`config.mk`:
```
export PLATFORM = sky130hd
export DESIGN_NAME = svs_victim_sel
export DESIGN_NICKNAME = d
export VERILOG_FILES = /design/src/rtl/svs_pkg.sv /design/src/rtl/svs_history.sv /design/src/rtl/svs_lru.sv /design/src/rtl/svs_pick.sv /design/src/rtl/svs_victim_sel.sv
export SDC_FILE = /design/constraint.sdc
export NUM_CORES = 1
export LEC_CHECK = 0
export BUFFER_PORTS_ARGS = -buffer_cell sky130_fd_sc_hd__buf_4
export CORE_MARGIN = 10
export CORE_UTILIZATION = 40
export CTS_CLUSTER_DIAMETER = 120
export CTS_CLUSTER_SIZE = 30
export DETAILED_ROUTE_END_ITERATION = 16
export PLACE_DENSITY = 0.53
export SYNTH_ARGS = -nofsm -noshare
export SYNTH_HDL_FRONTEND = slang
export SYNTH_HIERARCHICAL = 1
export SYNTH_SLANG_ARGS = --single-unit
```
`constraint.sdc`:
```
create_clock -name clk_i -period 2.3 [get_ports clk_i]
set_clock_uncertainty 0.15 [all_clocks]
set_input_delay 0.23 -clock clk_i [delete_from_list [all_inputs] [get_ports clk_i]]
set_output_delay 0.23 -clock clk_i [all_outputs]
set_load 0.02 [all_outputs]
```
`src/rtl/svs_pkg.sv`:
```
package svs_pkg;
  localparam int unsigned SVS_WAYS  = 8;
  localparam int unsigned SVS_CPUS  = 8;
  localparam int unsigned SVS_DEPTH = 4;

  typedef enum logic {
    PICK_OWNED = 1'b0,
    PICK_LRU   = 1'b1
  } pick_src_e;
endpackage

```
`src/rtl/svs_history.sv`:
```
module svs_history #(
  parameter int unsigned WAYS  = 8,
  parameter int unsigned ID_W  = 3,
  parameter int unsigned DEPTH = 4,
  localparam int unsigned WAY_W = $clog2(WAYS)
) (
  input  logic             clk_i,
  input  logic             rst_ni,
  input  logic             touch_en_i,
  input  logic             touch_fill_i,
  input  logic [WAY_W-1:0] touch_way_i,
  input  logic [ID_W-1:0]  touch_cpu_i,
  input  logic [ID_W-1:0]  probe_cpu_i,
  output logic [WAYS-1:0]  qual_o
);
  for (genvar w = 0; w < WAYS; w++) begin : g_way
    logic [DEPTH-1:0][ID_W-1:0] cell_q;
    logic [DEPTH-1:0]           vld_q;
    logic [DEPTH-1:0]           miss;
    logic                       sel;

    assign sel = touch_en_i && (touch_way_i == WAY_W'(w));

    always_ff @(posedge clk_i or negedge rst_ni) begin
      if (!rst_ni) begin
        cell_q <= '0;
        vld_q  <= '0;
      end else if (sel) begin
        if (touch_fill_i) begin
          cell_q    <= '0;
          cell_q[0] <= touch_cpu_i;
          vld_q     <= DEPTH'(1);
        end else begin
          cell_q <= {cell_q[DEPTH-2:0], touch_cpu_i};
          vld_q  <= {vld_q[DEPTH-2:0], 1'b1};
        end
      end
    end

    // xor-compare each valid cell against the requester
    always_comb begin
      for (int k = 0; k < DEPTH; k++) begin
        miss[k] = vld_q[k] && (|(cell_q[k] ^ probe_cpu_i));
      end
    end

    assign qual_o[w] = (|vld_q) && !(|miss);
  end
endmodule

```
`src/rtl/svs_lru.sv`:
```
module svs_lru #(
  parameter int unsigned WAYS = 8,
  localparam int unsigned WAY_W = $clog2(WAYS)
) (
  input  logic             clk_i,
  input  logic             rst_ni,
  input  logic             touch_en_i,
  input  logic [WAY_W-1:0] touch_way_i,
  output logic [WAYS-1:0]  lru_oh_o
);
  // newer_q[i][j]: way i used more recently than way j
  logic [WAYS-1:0][WAYS-1:0] newer_q;

  always_ff @(posedge clk_i or negedge rst_ni) begin
    if (!rst_ni) begin
      for (int i = 0; i < WAYS; i++) begin
        for (int j = 0; j < WAYS; j++) begin
          newer_q[i][j] <= (i > j);
        end
      end
    end else if (touch_en_i) begin
      for (int i = 0; i < WAYS; i++) begin
        for (int j = 0; j < WAYS; j++) begin
          if (WAY_W'(i) == touch_way_i)      newer_q[i][j] <= (i != j);
          else if (WAY_W'(j) == touch_way_i) newer_q[i][j] <= 1'b0;
        end
      end
    end
  end

  for (genvar i = 0; i < WAYS; i++) begin : g_oldest
    assign lru_oh_o[i] = ~|newer_q[i];
  end
endmodule

```
`src/rtl/svs_pick.sv`:
```
module svs_pick
  import svs_pkg::*;
#(
  parameter int unsigned WAYS = 8,
  localparam int unsigned WAY_W = $clog2(WAYS)
) (
  input  logic [WAYS-1:0]  qual_i,
  input  logic [WAYS-1:0]  lru_oh_i,
  output logic [WAYS-1:0]  pick_oh_o,
  output logic [WAY_W-1:0] pick_idx_o,
  output pick_src_e        pick_src_o
);
  logic [WAYS-1:0] low_qual;

  assign low_qual   = qual_i & (~qual_i + WAYS'(1));
  assign pick_src_o = (|qual_i) ? PICK_OWNED : PICK_LRU;
  assign pick_oh_o  = (|qual_i) ? low_qual : lru_oh_i;

  always_comb begin
    pick_idx_o = '0;
    for (int i = 0; i < WAYS; i++) begin
      if (pick_oh_o[i]) pick_idx_o = pick_idx_o | WAY_W'(i);
    end
  end
endmodule

```
`src/rtl/svs_victim_sel.sv`:
```
module svs_victim_sel
  import svs_pkg::*;
#(
  parameter int unsigned NUM_WAYS  = SVS_WAYS,
  parameter int unsigned NUM_CPUS  = SVS_CPUS,
  parameter int unsigned HIST_LEN  = SVS_DEPTH,
  localparam int unsigned WAY_W    = $clog2(NUM_WAYS),
  localparam int unsigned ID_W     = $clog2(NUM_CPUS)
) (
  input  logic                clk_i,
  input  logic                rst_ni,
  input  logic                touch_valid_i,
  input  logic                touch_fill_i,
  input  logic [WAY_W-1:0]    touch_way_i,
  input  logic [ID_W-1:0]     touch_cpu_i,
  input  logic                evict_req_i,
  input  logic [ID_W-1:0]     evict_cpu_i,
  output logic                victim_valid_o,
  output logic [NUM_WAYS-1:0] victim_oh_o,
  output logic [WAY_W-1:0]    victim_idx_o
);
  logic [NUM_WAYS-1:0] qual_vec;
  logic [NUM_WAYS-1:0] lru_oh;
  logic [NUM_WAYS-1:0] pick_oh;
  logic [WAY_W-1:0]    pick_idx;
  pick_src_e           pick_src;
  pick_src_e           victim_src_q;

  svs_history #(.WAYS(NUM_WAYS), .ID_W(ID_W), .DEPTH(HIST_LEN)) u_hist (
    .clk_i        (clk_i),
    .rst_ni       (rst_ni),
    .touch_en_i   (touch_valid_i),
    .touch_fill_i (touch_fill_i),
    .touch_way_i  (touch_way_i),
    .touch_cpu_i  (touch_cpu_i),
    .probe_cpu_i  (evict_cpu_i),
    .qual_o       (qual_vec)
  );

  svs_lru #(.WAYS(NUM_WAYS)) u_lru (
    .clk_i       (clk_i),
    .rst_ni      (rst_ni),
    .touch_en_i  (touch_valid_i),
    .touch_way_i (touch_way_i),
    .lru_oh_o    (lru_oh)
  );

  svs_pick #(.WAYS(NUM_WAYS)) u_pick (
    .qual_i     (qual_vec),
    .lru_oh_i   (lru_oh),
    .pick_oh_o  (pick_oh),
    .pick_idx_o (pick_idx),
    .pick_src_o (pick_src)
  );

  always_ff @(posedge clk_i or negedge rst_ni) begin
    if (!rst_ni) begin
      victim_valid_o <= 1'b0;
      victim_oh_o    <= '0;
      victim_idx_o   <= '0;
      victim_src_q   <= PICK_LRU;
    end else begin
      victim_valid_o <= evict_req_i;
      victim_oh_o    <= evict_req_i ? pick_oh : '0;
      if (evict_req_i) begin
        victim_idx_o <= pick_idx;
        victim_src_q <= pick_src;
      end
    end
  end
endmodule

```
# Yosys cells after proc, flatten, opt, wreduce, memory -nomap -nowiden
# Cells that the tools add are included.
[word_totals]
register_bits = 196
inputBits = 14
out_inout_bits = 12
elab_cells = 415
[classes]
addsub = 1
eq_ne = 14
muxes = 89
bitwise = 34
reduce_logical = 178
[ops]
columns = ["cell", "count"]
rows = [
  ["12-bit 2-to-1 mux", 8],
  ["3-bit OR reduction", 32],
  ["3-bit bitwise XOR", 32],
  ["1-bit 2-to-1 mux", 65],
  ["4-bit OR reduction", 16],
  ["2-bit AND reduction", 28],
  ["2-bit nonzero test", 28],
  ["7-bit OR reduction", 8],
  ["1-bit logical AND", 48],
  ["4-bit 2-to-1 mux", 8],
  ["1-bit logical NOT", 16],
  ["8-bit 2-to-1 mux", 2],
  ["3-bit equality test, first input constant", 4],
  ["3-bit equality test, second input constant", 4],
  ["3-bit 2-to-1 mux", 4],
  ["8-bit by 1-bit adder with 8-bit output, second input constant", 1],
  ["8-bit bitwise AND", 1],
  ["8-bit inverter", 1],
  ["8-bit OR reduction", 1],
  ["2-bit by 3-bit equality test with 1-bit output, first input constant", 2],
  ["3-bit by 2-bit equality test with 1-bit output, second input constant", 2],
  ["2-bit 2-to-1 mux", 2],
  ["1-bit by 3-bit equality test with 1-bit output, first input constant", 1],
  ["3-bit by 1-bit equality test with 1-bit output, second input constant", 1],
  ["3-bit logical NOT", 1],
]

# Depth between registers and ports, before layout
# Gate-level depths: netlist (run 1).
[logic_depth]
depth_word = 17
depth_mapped = 11

# Modules after synthesis
# The synthesis (run 1) kept the hierarchy.
[modules_own_cells]
columns = ["mod", "n_inst", "cells_per_inst", "area_each_um2", "seq_area_each_um2"]
rows = [
  ["svs_history", 1, 653, 6521.3, 3203.1],
  ["svs_lru", 1, 229, 2353.5, 1436.4],
  ["svs_victim_sel", 1, 24, 410.4, 300.3],
  ["svs_pick", 1, 35, 244.0, 0.0],
]

# Worst setup path before layout (run 1)
# OpenSTA, ideal clock, no wires.
[synth_path]
path_kind = "input to register"
startpoint = "input evict_cpu_i[1]"
endpoint = "register victim_idx_o[0]"
arrival_ns = 2.132
t_required_ns = 2.025
path_slack_ns = -0.108
cell_stages = 10
path_buffers = 2
cell_sequence = "buf_6 > buf_6 > xnor2_1 > nand3_1 > a222oi_1 > and3_1 > o21ba_2 > o311ai_0 > o211ai_1 > mux2_4"
[synth_between]
elab_cells_between_ends = 132
[synth_lines]
columns = ["item", "line_no", "rtl"]
rows = [
  ["start, declared", "svs_victim_sel.sv:17", "input logic [ID_W-1:0] evict_cpu_i,"],
  ["3-bit bitwise XOR", "svs_history.sv:43", "miss[k] = vld_q[k] && (|(cell_q[k] ^ probe_cpu_i));"],
  ["3-bit OR reduction", "svs_history.sv:43", ""],
  ["1-bit logical AND", "svs_history.sv:43", ""],
  ["4-bit OR reduction *", "svs_history.sv:47", "assign qual_o[w] = (|vld_q) && !(|miss);"],
  ["1-bit logical NOT *", "svs_history.sv:47", ""],
  ["1-bit logical AND *", "svs_history.sv:47", ""],
  ["via qual_vec[6]", "svs_victim_sel.sv:22", "logic [NUM_WAYS-1:0] qual_vec;"],
  ["8-bit OR reduction", "-", ""],
  ["8-bit 2-to-1 mux *", "svs_pick.sv:17", "assign pick_oh_o = (|qual_i) ? low_qual : lru_oh_i;"],
  ["1-bit 2-to-1 mux", "svs_pick.sv:22", "if (pick_oh_o[i]) pick_idx_o = pick_idx_o | WAY_W'(i);"],
  ["2-bit 2-to-1 mux (2 in a row)", "svs_pick.sv:22", ""],
  ["3-bit 2-to-1 mux (3 in a row)", "svs_pick.sv:22", ""],
  ["3-bit 2-to-1 mux *", "svs_pick.sv:22", ""],
  ["via pick_idx[0]", "svs_victim_sel.sv:25", "logic [WAY_W-1:0] pick_idx;"],
  ["end signal, assigned", "svs_victim_sel.sv:66", "victim_idx_o <= pick_idx;"],
  ["end, declared", "svs_victim_sel.sv:20", "output logic [WAY_W-1:0] victim_idx_o"],
]
# The timed path passes the listed nets; every way through them passes the cells marked *.
# A chain may end at the register's enable or synchronous reset.

# Worst setup path after layout (run 1)
[layout_path]
startpoint = "register u_hist.g_way[7].vld_q[2]"
endpoint = "register victim_oh_o[5]"
[layout_between]
elab_chain_len = 7
elab_cells_between_ends = 8
[layout_lines]
columns = ["item", "line_no", "rtl"]
rows = [
  ["start, declared", "svs_history.sv:18", "logic [DEPTH-1:0] vld_q;"],
  ["start signal, assigned", "svs_history.sv:35", "vld_q <= {vld_q[DEPTH-2:0], 1'b1};"],
  ["1-bit logical AND", "svs_history.sv:43", ""],
  ["4-bit OR reduction", "svs_history.sv:47", ""],
  ["1-bit logical NOT", "svs_history.sv:47", ""],
  ["1-bit logical AND *", "svs_history.sv:47", ""],
  ["via qual_vec[7]", "svs_victim_sel.sv:22", ""],
  ["8-bit OR reduction *", "-", ""],
  ["8-bit 2-to-1 mux *", "svs_pick.sv:17", ""],
  ["via pick_oh[5]", "svs_victim_sel.sv:24", "logic [NUM_WAYS-1:0] pick_oh;"],
  ["8-bit 2-to-1 mux *", "svs_victim_sel.sv:64", "victim_oh_o <= evict_req_i ? pick_oh : '0;"],
  ["end signal, assigned", "svs_victim_sel.sv:64", ""],
  ["end, declared", "svs_victim_sel.sv:19", "output logic [NUM_WAYS-1:0] victim_oh_o,"],
]
# Marks and branches as above.

==> impl_metrics.json, run 1 <==
{
  "avgSynthCellArea_um2": 10.1,
  "grt_pass1_vias": 7030,
  "clkSinkCount": 196,
  "end_kind": "flop",
  "syn-cell-area_mm2": 0.00953,
  "finalCriticalPeriod_ns": 2.42,
  "ant_nets": 0,
  "p_sw_share_pct": 29.9,
  "slew_headroom_pct": 66.0,
  "worst_pin_slew_ns": 0.510,
  "clock_path_buffers": 2,
  "final_design_area_no_fill_mm2": 0.0117,
  "cts_tree": "built",
  "area_growth_pct": 22.5,
  "layout.nets": 1074,
  "drc": 0,
  "ys_types": 49,
  "grt-ovfl-total": 0,
  "ys_seq_elements": 196,
  "cp-startpoint": "u_hist/g_way[7].vld_q[2]",
  "rsz0062_at_grt": "yes",
  "min_from": "touch_cpu_i[2]",
  "power.internal_mw": 6.92,
  "share_seq_of_total_power_pct": 44.0,
  "cp.arrival_ns": 2.64,
  "clock_power_share_pct": 31.4,
  "period_share_pct": 105,
  "setup_viol": 7,
  "critPathKind": "reg2reg",
  "route.vias.total": 6850,
  "synthArstFlopShare_pct": 100,
  "r2r_start": "u_hist/g_way[7].vld_q[2]",
  "num_antenna_cells": 0,
  "core_mm2": 0.0235,
  "post_drt_wl_per_cell_um": 15.7,
  "status": "finished with violations",
  "dp_cells": 1349,
  "final_common_cell": "dfrtp_1",
  "io_buffers": 25,
  "drt-pass1-iter-count": 6,
  "avgViaCountPerCell": 4.92,
  "die_area_mm2": 0.0304,
  "ys.flop_type": "dfrtp_1",
  "dpl.hpwl_um": 14700,
  "ir_worst_vdd_mv": 0.454,
  "power.share.combinational_pct": 24.6,
  "violations": "negative setup slack",
  "utilization_pct": 49.7,
  "gp_congestion": 0.799,
  "wl_um": 21900,
  "min_path_type": "in2reg",
  "grt_first_pass_wirelength_um": 37200,
  "grt_usage_pct": 14.8,
  "layout-drive-gt1-share_pct": 26.9,
  "crit_required_ns": 2.52,
  "final_max_slew_viol_count": 0,
  "ys_warn_count": 6,
  "p_leak_nw": 5.07,
  "cts_root_buffer": "clkbuf_16",
  "start_util_pct": 40.6,
  "dieWidth_um": 174,
  "h-tree-depth": 4,
  "rows": 56,
  "insertion_delay_ns": 0.44,
  "grt_start_max_net_pins": 61,
  "ios": 26,
  "finalPower_mw": 9.87,
  "postSynthCellCount": 941,
  "synth_edf_count": 0,
  "mostFrequentLayoutCells": "168 x dfrtp_1, 140 x nand2_1, 138 x buf_4",
  "worst-path-max-fanout": 2,
  "grt_antenna_before_repair": 0,
  "hold_viol": 0,
  "numCtsBuffers": 17,
  "fmax_mhz": 413,
  "fp.dieH_um": 174,
  "layout_setup_ws_ns": -0.121,
  "clk_pin_slew_ns": 0.08,
  "post_layout_nonfiller_instances": 1392,
  "dpl_cell_area_mm2": 0.0108,
  "syn_nets": 955,
  "ys_seq_area_share_pct": 51.8,
  "critPathLaunchType": "flop",
  "p_sw_mw": 2.95,
  "power.density_mw_per_mm2": 845,
  "drt_iter0_markers": 451,
  "maxCapViolCount": 0
}
## worst paths after layout
path	to	slack [ns]	cells past startpoint
worst max-delay path	victim_oh_o[5]	-0.12	8
worst min-delay path	u_hist/g_way[0].cell_q[2]	0.02	2
worst max register to register	victim_oh_o[5]	-0.12	8
worst min register to register	u_lru/newer_q[62]	0.31	2
max in group asynchronous	u_lru/newer_q[16]	1.11	3
min in group asynchronous	u_lru/newer_q[20]	0.15	2
## per-layer routing
| metal | wire length [µm] | vias to the layer above | track usage (%) |
|---|---|---|---|
| met5 | 0 | - | 0 |
| met4 | 247 | 0 | 3.42 |
| met3 | 580 | 14 | 2.62 |
| met2 | 10100 | 76 | 23.8 |
| met1 | 11000 | 3340 | 20.3 |
| li1 | - | 3420 | - |
## cell usage after synthesis, types with 21 or more instances
library cell,number,area (µm²)
dfrtp_1,168,4200
nand3_1,27,135
xor2_1,24,210
buf_2,24,120
o21ai_0,106,531
xnor2_1,70,613
dfstp_2,28,736
nor2_1,28,105
o31ai_1,21,158
nand2_1,140,526
nand2b_1,105,657
mux2_2,25,282
a21oi_1,26,130
## timing repair
| action | in CTS | in global routing |
|---|---|---|
| hold buffers | 2 | 0 |
| gates resized for setup | 23 | 14 |
| gates cloned | 0 | 0 |
| pin swaps | 13 | 9 |
| endpoints found under the setup margin | 8 | 11 |
| endpoints found under the hold margin | 63 | 0 |
| buffers inserted | 9 | 1 |
## through the flow
stage | TNS [ns] | hold WS [ns] | setup slack (ns)
floorplan | -0.00347 | -0.216 | -0.00347
global placement | -1.45 | 0.0569 | -0.203
detailed placement | -1.58 | 0.0535 | -0.232
CTS | -0.284 | 0.00953 | -0.0864
global route | -1.62 | 0.0164 | -0.265
finish | -0.602 | 0.0191 | -0.121
## power by group through the flow
| stage | combinational [mW] | sequential (mW) | clock (mW) |
|---|---|---|---|
| finish | 2.43 | 4.34 | 3.10 |
| global route | 2.70 | 4.41 | 3.30 |
| CTS | 2.40 | 4.35 | 3.19 |
| detailed placement | 2.23 | 4.40 | 0 |
| global placement | 2.20 | 4.40 | 0 |
| floorplan | 1.27 | 4.41 | 0 |
## area by class of cell
cell class / count / area [µm²]
Tap cell: 319 / 399
Clock buffer: 18 / 450
Clock inverter: 14 / 160
Timing Repair Buffer: 155 / 1300
Inverter: 10 / 37.5
Sequential cell: 196 / 4940
Multi-Input combinational cell: 680 / 4390
Fill cell: 2154 / 11800
## cell families after synthesis
logic type,after synthesis,share of synthesized area [%]
muxes,27,3.27
and+or+nand+nor,374,21.1
buffers and inverters,65,3.62
xor gates and xnor gates,96,8.98
AOI/OAI and AO/OA,183,11.2
DFF,196,51.8
## worst max-delay path, stage by stage, from the launching register on
cell      delay (ns)
dfrtp_1         0.39
or4_4           0.53
and3_4          0.19
buf_6           0.12
nor3b_1         0.44
o211ai_1        0.22
buf_4           0.17
inv_1           0.04
and2_2          0.12
## state kept, by name, summed over array words and instances, names as in the netlist
signal / cells
u_lru/newer_q: 56
u_hist/g_way.cell_q: 96
u_hist/g_way.vld_q: 32
victim_idx_o: 3
victim_valid_o: 1
victim_oh_o: 8
Power figures use the tool's default switching activity.
==> run 2, diff against run 1 <==
--- a/config.mk
+++ b/config.mk
@@ -12,6 +12,7 @@
 export CTS_CLUSTER_SIZE = 30
 export DETAILED_ROUTE_END_ITERATION = 16
 export PLACE_DENSITY = 0.53
+export SKIP_CTS_REPAIR_TIMING = 1
 export SYNTH_ARGS = -nofsm -noshare
 export SYNTH_HDL_FRONTEND = slang
 export SYNTH_HIERARCHICAL = 1
==> impl_metrics.json, run 2 (same netlist as run 1, synthesis figures left out) <==
{
  "status": "finished with violations",
  "violations": "negative setup slack",
  "grt_first_pass_wirelength_um": 36900,
  "cp_top_family": "simple AND/OR/NAND/NOR gates",
  "cpPeakStageDelay_ns": 0.55,
  "worst-path-max-fanout": 5,
  "dpl.hpwl_um": 14700,
  "gp_congestion": 0.799,
  "finalCriticalPeriod_ns": 2.42,
  "drt_iter0_markers": 525,
  "crit_required_ns": 2.52,
  "clock_path_buffers": 2,
  "grt_antenna_before_repair": 0,
  "worst-path-buf-inv": 0,
  "die_area_mm2": 0.0304,
  "final_max_slew_viol_count": 0,
  "num_antenna_cells": 0,
  "clk_pin_slew_ns": 0.08,
  "utilization_pct": 49.6,
  "drt-pass1-iter-count": 5,
  "clkSinkCount": 196,
  "rows": 56,
  "h-tree-depth": 4,
  "post_drt_wl_per_cell_um": 15.7,
  "worst_pin_slew_ns": 0.509,
  "avgViaCountPerCell": 4.93,
  "grt_start_max_net_pins": 61,
  "period_share_pct": 105,
  "grt-ovfl-total": 0,
  "fmax_mhz": 414,
  "hold_viol": 0,
  "final_common_cell": "dfrtp_1",
  "finalPower_mw": 9.85,
  "core_mm2": 0.0235,
  "area_growth_pct": 22.1,
  "cp.arrival_ns": 2.64,
  "mostFrequentLayoutCells": "168 x dfrtp_1, 140 x nand2_1, 136 x buf_4",
  "path_cells": "or4_1 > and3_4 > nor4_4 > a31oi_2 > o311ai_2 > mux2_4",
  "critPathKind": "reg2reg",
  "wl_um": 21800,
  "largest_reg_flops": 96,
  "rsz0062_at_grt": "yes",
  "route.vias.total": 6838,
  "start_util_pct": 40.6,
  "setup_viol": 7,
  "ir_worst_vdd_mv": 0.465,
  "maxCapViolCount": 0,
  "largest_register": "u_hist/g_way.cell_q",
  "p_leak_nw": 5.05,
  "cp_slowest_cell": "or4_1",
  "fp.dieH_um": 174,
  "end_kind": "flop",
  "io_buffers": 25,
  "layout_setup_ws_ns": -0.118,
  "numCtsBuffers": 17,
  "layout-drive-gt1-share_pct": 26.6,
  "critPathLaunchType": "flop",
  "power.density_mw_per_mm2": 846,
  "layout.nets": 1070,
  "grt_usage_pct": 14.7,
  "slew_headroom_pct": 65.9,
  "dieWidth_um": 174,
  "reg.largest.list": "u_hist/g_way.cell_q: 96 flops, u_lru/newer_q: 56 flops, u_hist/g_way.vld_q: 32 flops",
  "ant_nets": 0,
  "cts_root_buffer": "clkbuf_16",
  "grt_pass1_vias": 6938,
  "insertion_delay_ns": 0.44,
  "drc": 0,
  "fill_cells": 2155,
  "cts_tree": "built",
  "ios": 26,
  "min_path_type": "in2reg"
}
[run 2: cell types whose count changed in the layout (fill, tap and decap cells not counted)]
cell / change
a31oi_1: -1
a31oi_2: +1
buf_4: -2
buf_6: -2
nor4_1: +1
nor4_2: -1
or4_1: +1
or4_4: -1
[run 2: per-layer routing]
metal	vias up	share of wire [%]	track usage, %	wire length (µm)
li1	3417	-	-	-
met1	3330	50	20.3	10900
met2	79	46	23.5	10100
met4	0	0.87	3.42	190
met5	-	0	0	0
met3	12	2.8	2.58	619
[run 2: worst reg2reg max path: stages, from the launching register on]
cell and delay, ns:
dfrtp_1 0.39, or4_1 0.55, and3_4 0.23, nor4_4 0.46
a31oi_2 0.18, o311ai_2 0.23, mux2_4 0.18
[run 2: final cells by class]
type / count / area (µm²) / area share [%]
sequential: 196 / 4940 / 42.5
clock inverter: 14 / 160 / 1.38
tap: 319 / 399 / 3.43
timing repair buffer: 151 / 1260 / 10.8
multi-input combinational: 680 / 4390 / 37.7
clock buffer: 18 / 450 / 3.87
inverter: 10 / 37.5 / 0.323
[run 2: report_power, final]
part / leakage (nW) / switching, mW / internal (mW)
Combinational: 2.28 / 1.11 / 1.30
Sequential: 2.47 / 0.351 / 3.99
Clock: 0.301 / 1.48 / 1.62
Total: 5.05 / 2.94 / 6.91
[run 2: final timing paths]
kind	start	slack, ns	to	cells past startpoint
max in group asynchronous	rst_ni	1.11	u_lru/newer_q[16]	3
hold reg to reg	u_lru/newer_q[62]	0.31	u_lru/newer_q[62]	2
min in group asynchronous	rst_ni	0.15	u_lru/newer_q[20]	2
setup / recovery	u_hist/g_way[4].vld_q[1]	-0.12	victim_idx_o[1]	6
hold / removal	touch_cpu_i[1]	0.02	u_hist/g_way[0].cell_q[1]	2
setup reg to reg	u_hist/g_way[4].vld_q[1]	-0.12	victim_idx_o[1]	6
[run 2: stage by stage]
stage	hold slack, ns	TNS (ns)	instances	cell area [µm²]	setup slack (ns)
3_5_place_dp	0.0535	-1.58	1349	10800	-0.232
3_3_place_gp	0.0569	-1.45	1349	10800	-0.203
2_1_floorplan	-0.216	-0.00347	941	9550	-0.00347
4_1_cts	-0.418	-1.02	1381	11400	-0.203
5_1_grt	0.0164	-1.52	1388	11600	-0.267
6_report	0.0159	-0.519	1388	11600	-0.118
==> run 3, diff against run 2 <==
--- a/config.mk
+++ b/config.mk
@@ -11,7 +11,7 @@
 export CTS_CLUSTER_DIAMETER = 120
 export CTS_CLUSTER_SIZE = 30
 export DETAILED_ROUTE_END_ITERATION = 16
-export PLACE_DENSITY = 0.53
+export PLACE_DENSITY = 0.56
 export SKIP_CTS_REPAIR_TIMING = 1
 export SYNTH_ARGS = -nofsm -noshare
 export SYNTH_HDL_FRONTEND = slang
==> impl_metrics.json, run 3 (same netlist as run 1, synthesis figures left out) <==
{
  "cp_slowest_cell": "or4_4",
  "slew_headroom_pct": 65.6,
  "dpl_cell_area_mm2": 0.0107,
  "fill_cells": 2179,
  "start_util_pct": 40.6,
  "area_growth_pct": 21.8,
  "ant_nets": 0,
  "clock_power_share_pct": 30.6,
  "core_mm2": 0.0235,
  "min_path_type": "in2reg",
  "status": "finished with violations",
  "grt_antenna_before_repair": 0,
  "finalCriticalPeriod_ns": 2.49,
  "clk_pin_slew_ns": 0.08,
  "post_drt_wl_per_cell_um": 15.7,
  "layout-drive-gt1-share_pct": 26.6,
  "dieWidth_um": 174,
  "violations": "negative setup slack",
  "crit_required_ns": 2.47,
  "r2r-end": "victim_idx_o[2]",
  "worst_pin_slew_ns": 0.513,
  "power.share.combinational_pct": 24.7,
  "maxCapViolCount": 0,
  "fmax_mhz": 401,
  "worst-path-max-fanout": 3,
  "h-tree-depth": 4,
  "critPathLaunchType": "flop",
  "clock_path_buffers": 2,
  "p_sw_mw": 2.95,
  "power.density_mw_per_mm2": 840,
  "p_sw_share_pct": 30.2,
  "cpPeakStageDelay_ns": 0.54,
  "ir_worst_vdd_mv": 0.509,
  "final_common_cell": "dfrtp_1",
  "grt_pass1_vias": 6936,
  "fp.dieH_um": 174,
  "grt_usage_pct": 14.7,
  "cts_tree": "built",
  "avgViaCountPerCell": 4.94,
  "final_design_area_no_fill_mm2": 0.0116,
  "grt_first_pass_wirelength_um": 36700,
  "rsz0062_at_grt": "yes",
  "clkSinkCount": 196,
  "reg2reg_depth": 7,
  "period_share_pct": 108,
  "numCtsBuffers": 17,
  "drc": 0,
  "die_area_mm2": 0.0304,
  "final_max_slew_viol_count": 0,
  "path_depth": 7,
  "largest_reg_flops": 96,
  "share_seq_of_total_power_pct": 44.7,
  "cp.arrival_ns": 2.66,
  "rows": 56,
  "insertion_delay_ns": 0.44,
  "wl_um": 21800,
  "layout_setup_ws_ns": -0.192,
  "critPathKind": "reg2reg",
  "power.internal_mw": 6.80,
  "cts_root_buffer": "clkbuf_16",
  "finalPower_mw": 9.75,
  "setup_tns_ns": -0.901,
  "grt_start_max_net_pins": 57,
  "dpl.hpwl_um": 14400,
  "ios": 26,
  "hold_viol": 0,
  "grt-ovfl-total": 0,
  "layout.nets": 1068,
  "largest_register": "u_hist/g_way.cell_q",
  "p_leak_nw": 5.02,
  "num_antenna_cells": 0,
  "mostFrequentLayoutCells": "168 x dfrtp_1, 140 x nand2_1, 134 x buf_4",
  "gp_congestion": 0.781,
  "worst-path-buf-inv": 1,
  "path_cells": "or4_1 > and3_4 > buf_6 > or4_4 > nand3_4 > o211ai_1 > mux2_4",
  "reg.largest.list": "u_hist/g_way.cell_q: 96 flops, u_lru/newer_q: 56 flops, u_hist/g_way.vld_q: 32 flops",
  "r2r_slack_ns": -0.19,
  "r2r_start": "u_hist/g_way[7].vld_q[2]",
  "crit_end": "victim_idx_o[2]",
  "drt_iter0_markers": 505,
  "setup_viol": 9,
  "io_buffers": 25,
  "cp-startpoint": "u_hist/g_way[7].vld_q[2]",
  "cp_top_family": "simple AND/OR/NAND/NOR gates",
  "drt-pass1-iter-count": 7,
  "route.vias.total": 6853,
  "end_kind": "flop"
}
## run 3: area by class of cell
cell class	count	area, µm²	share of cell area [%]
clock inverters	13	133	1.14
repair buffers	149	1230	10.6
well taps	319	399	3.44
clock buffers	19	454	3.91
flip-flops and latches	196	4940	42.6
multi-input cells	680	4420	38.1
inverters	10	37.5	0.323
## run 3: routing by layer
metal	vias up	GRT usage [%]	wire [µm]
met4	0	3.88	239
met5	-	0	0
met3	18	2.88	651
met1	3322	20.1	10700
met2	97	23.3	10200
li1	3416	-	-
## run 3: worst min-delay path by stage
stage                   start  slack, ns  cells past startpoint                   endpoint
4_1_cts                rst_ni      -0.40                      1          u_lru/newer_q[55]
3_3_place_gp           rst_ni       0.09                      1          u_lru/newer_q[19]
6_report       touch_cpu_i[2]       0.01                      2  u_hist/g_way[0].cell_q[2]
2_1_floorplan          rst_ni      -0.22                      0  u_hist/g_way[0].cell_q[0]
5_1_grt        touch_cpu_i[2]       0.01                      2  u_hist/g_way[1].cell_q[2]
3_5_place_dp           rst_ni       0.09                      1          u_lru/newer_q[55]
## run 3: power groups by stage
stage	registers, mW	clock network, mW	logic (mW)
after detailed placement	4.42	0	2.15
after CTS	4.36	3.07	2.16
after floorplan	4.41	0	1.27
final	4.36	2.99	2.41
after global placement	4.41	0	2.12
after global routing	4.43	3.20	2.68
## run 3: metrics by stage
stage          cells  util (%)  setup WS (ns)  hold WS, ns
3_5_place_dp    1339      45.7         -0.301       0.0888
4_1_cts         1371      48.2         -0.204       -0.401
6_report        1386      49.5         -0.192       0.0143
3_3_place_gp    1339      45.7         -0.285       0.0906
2_1_floorplan    941         -       -0.00347       -0.216
5_1_grt         1386      49.5         -0.293       0.0111
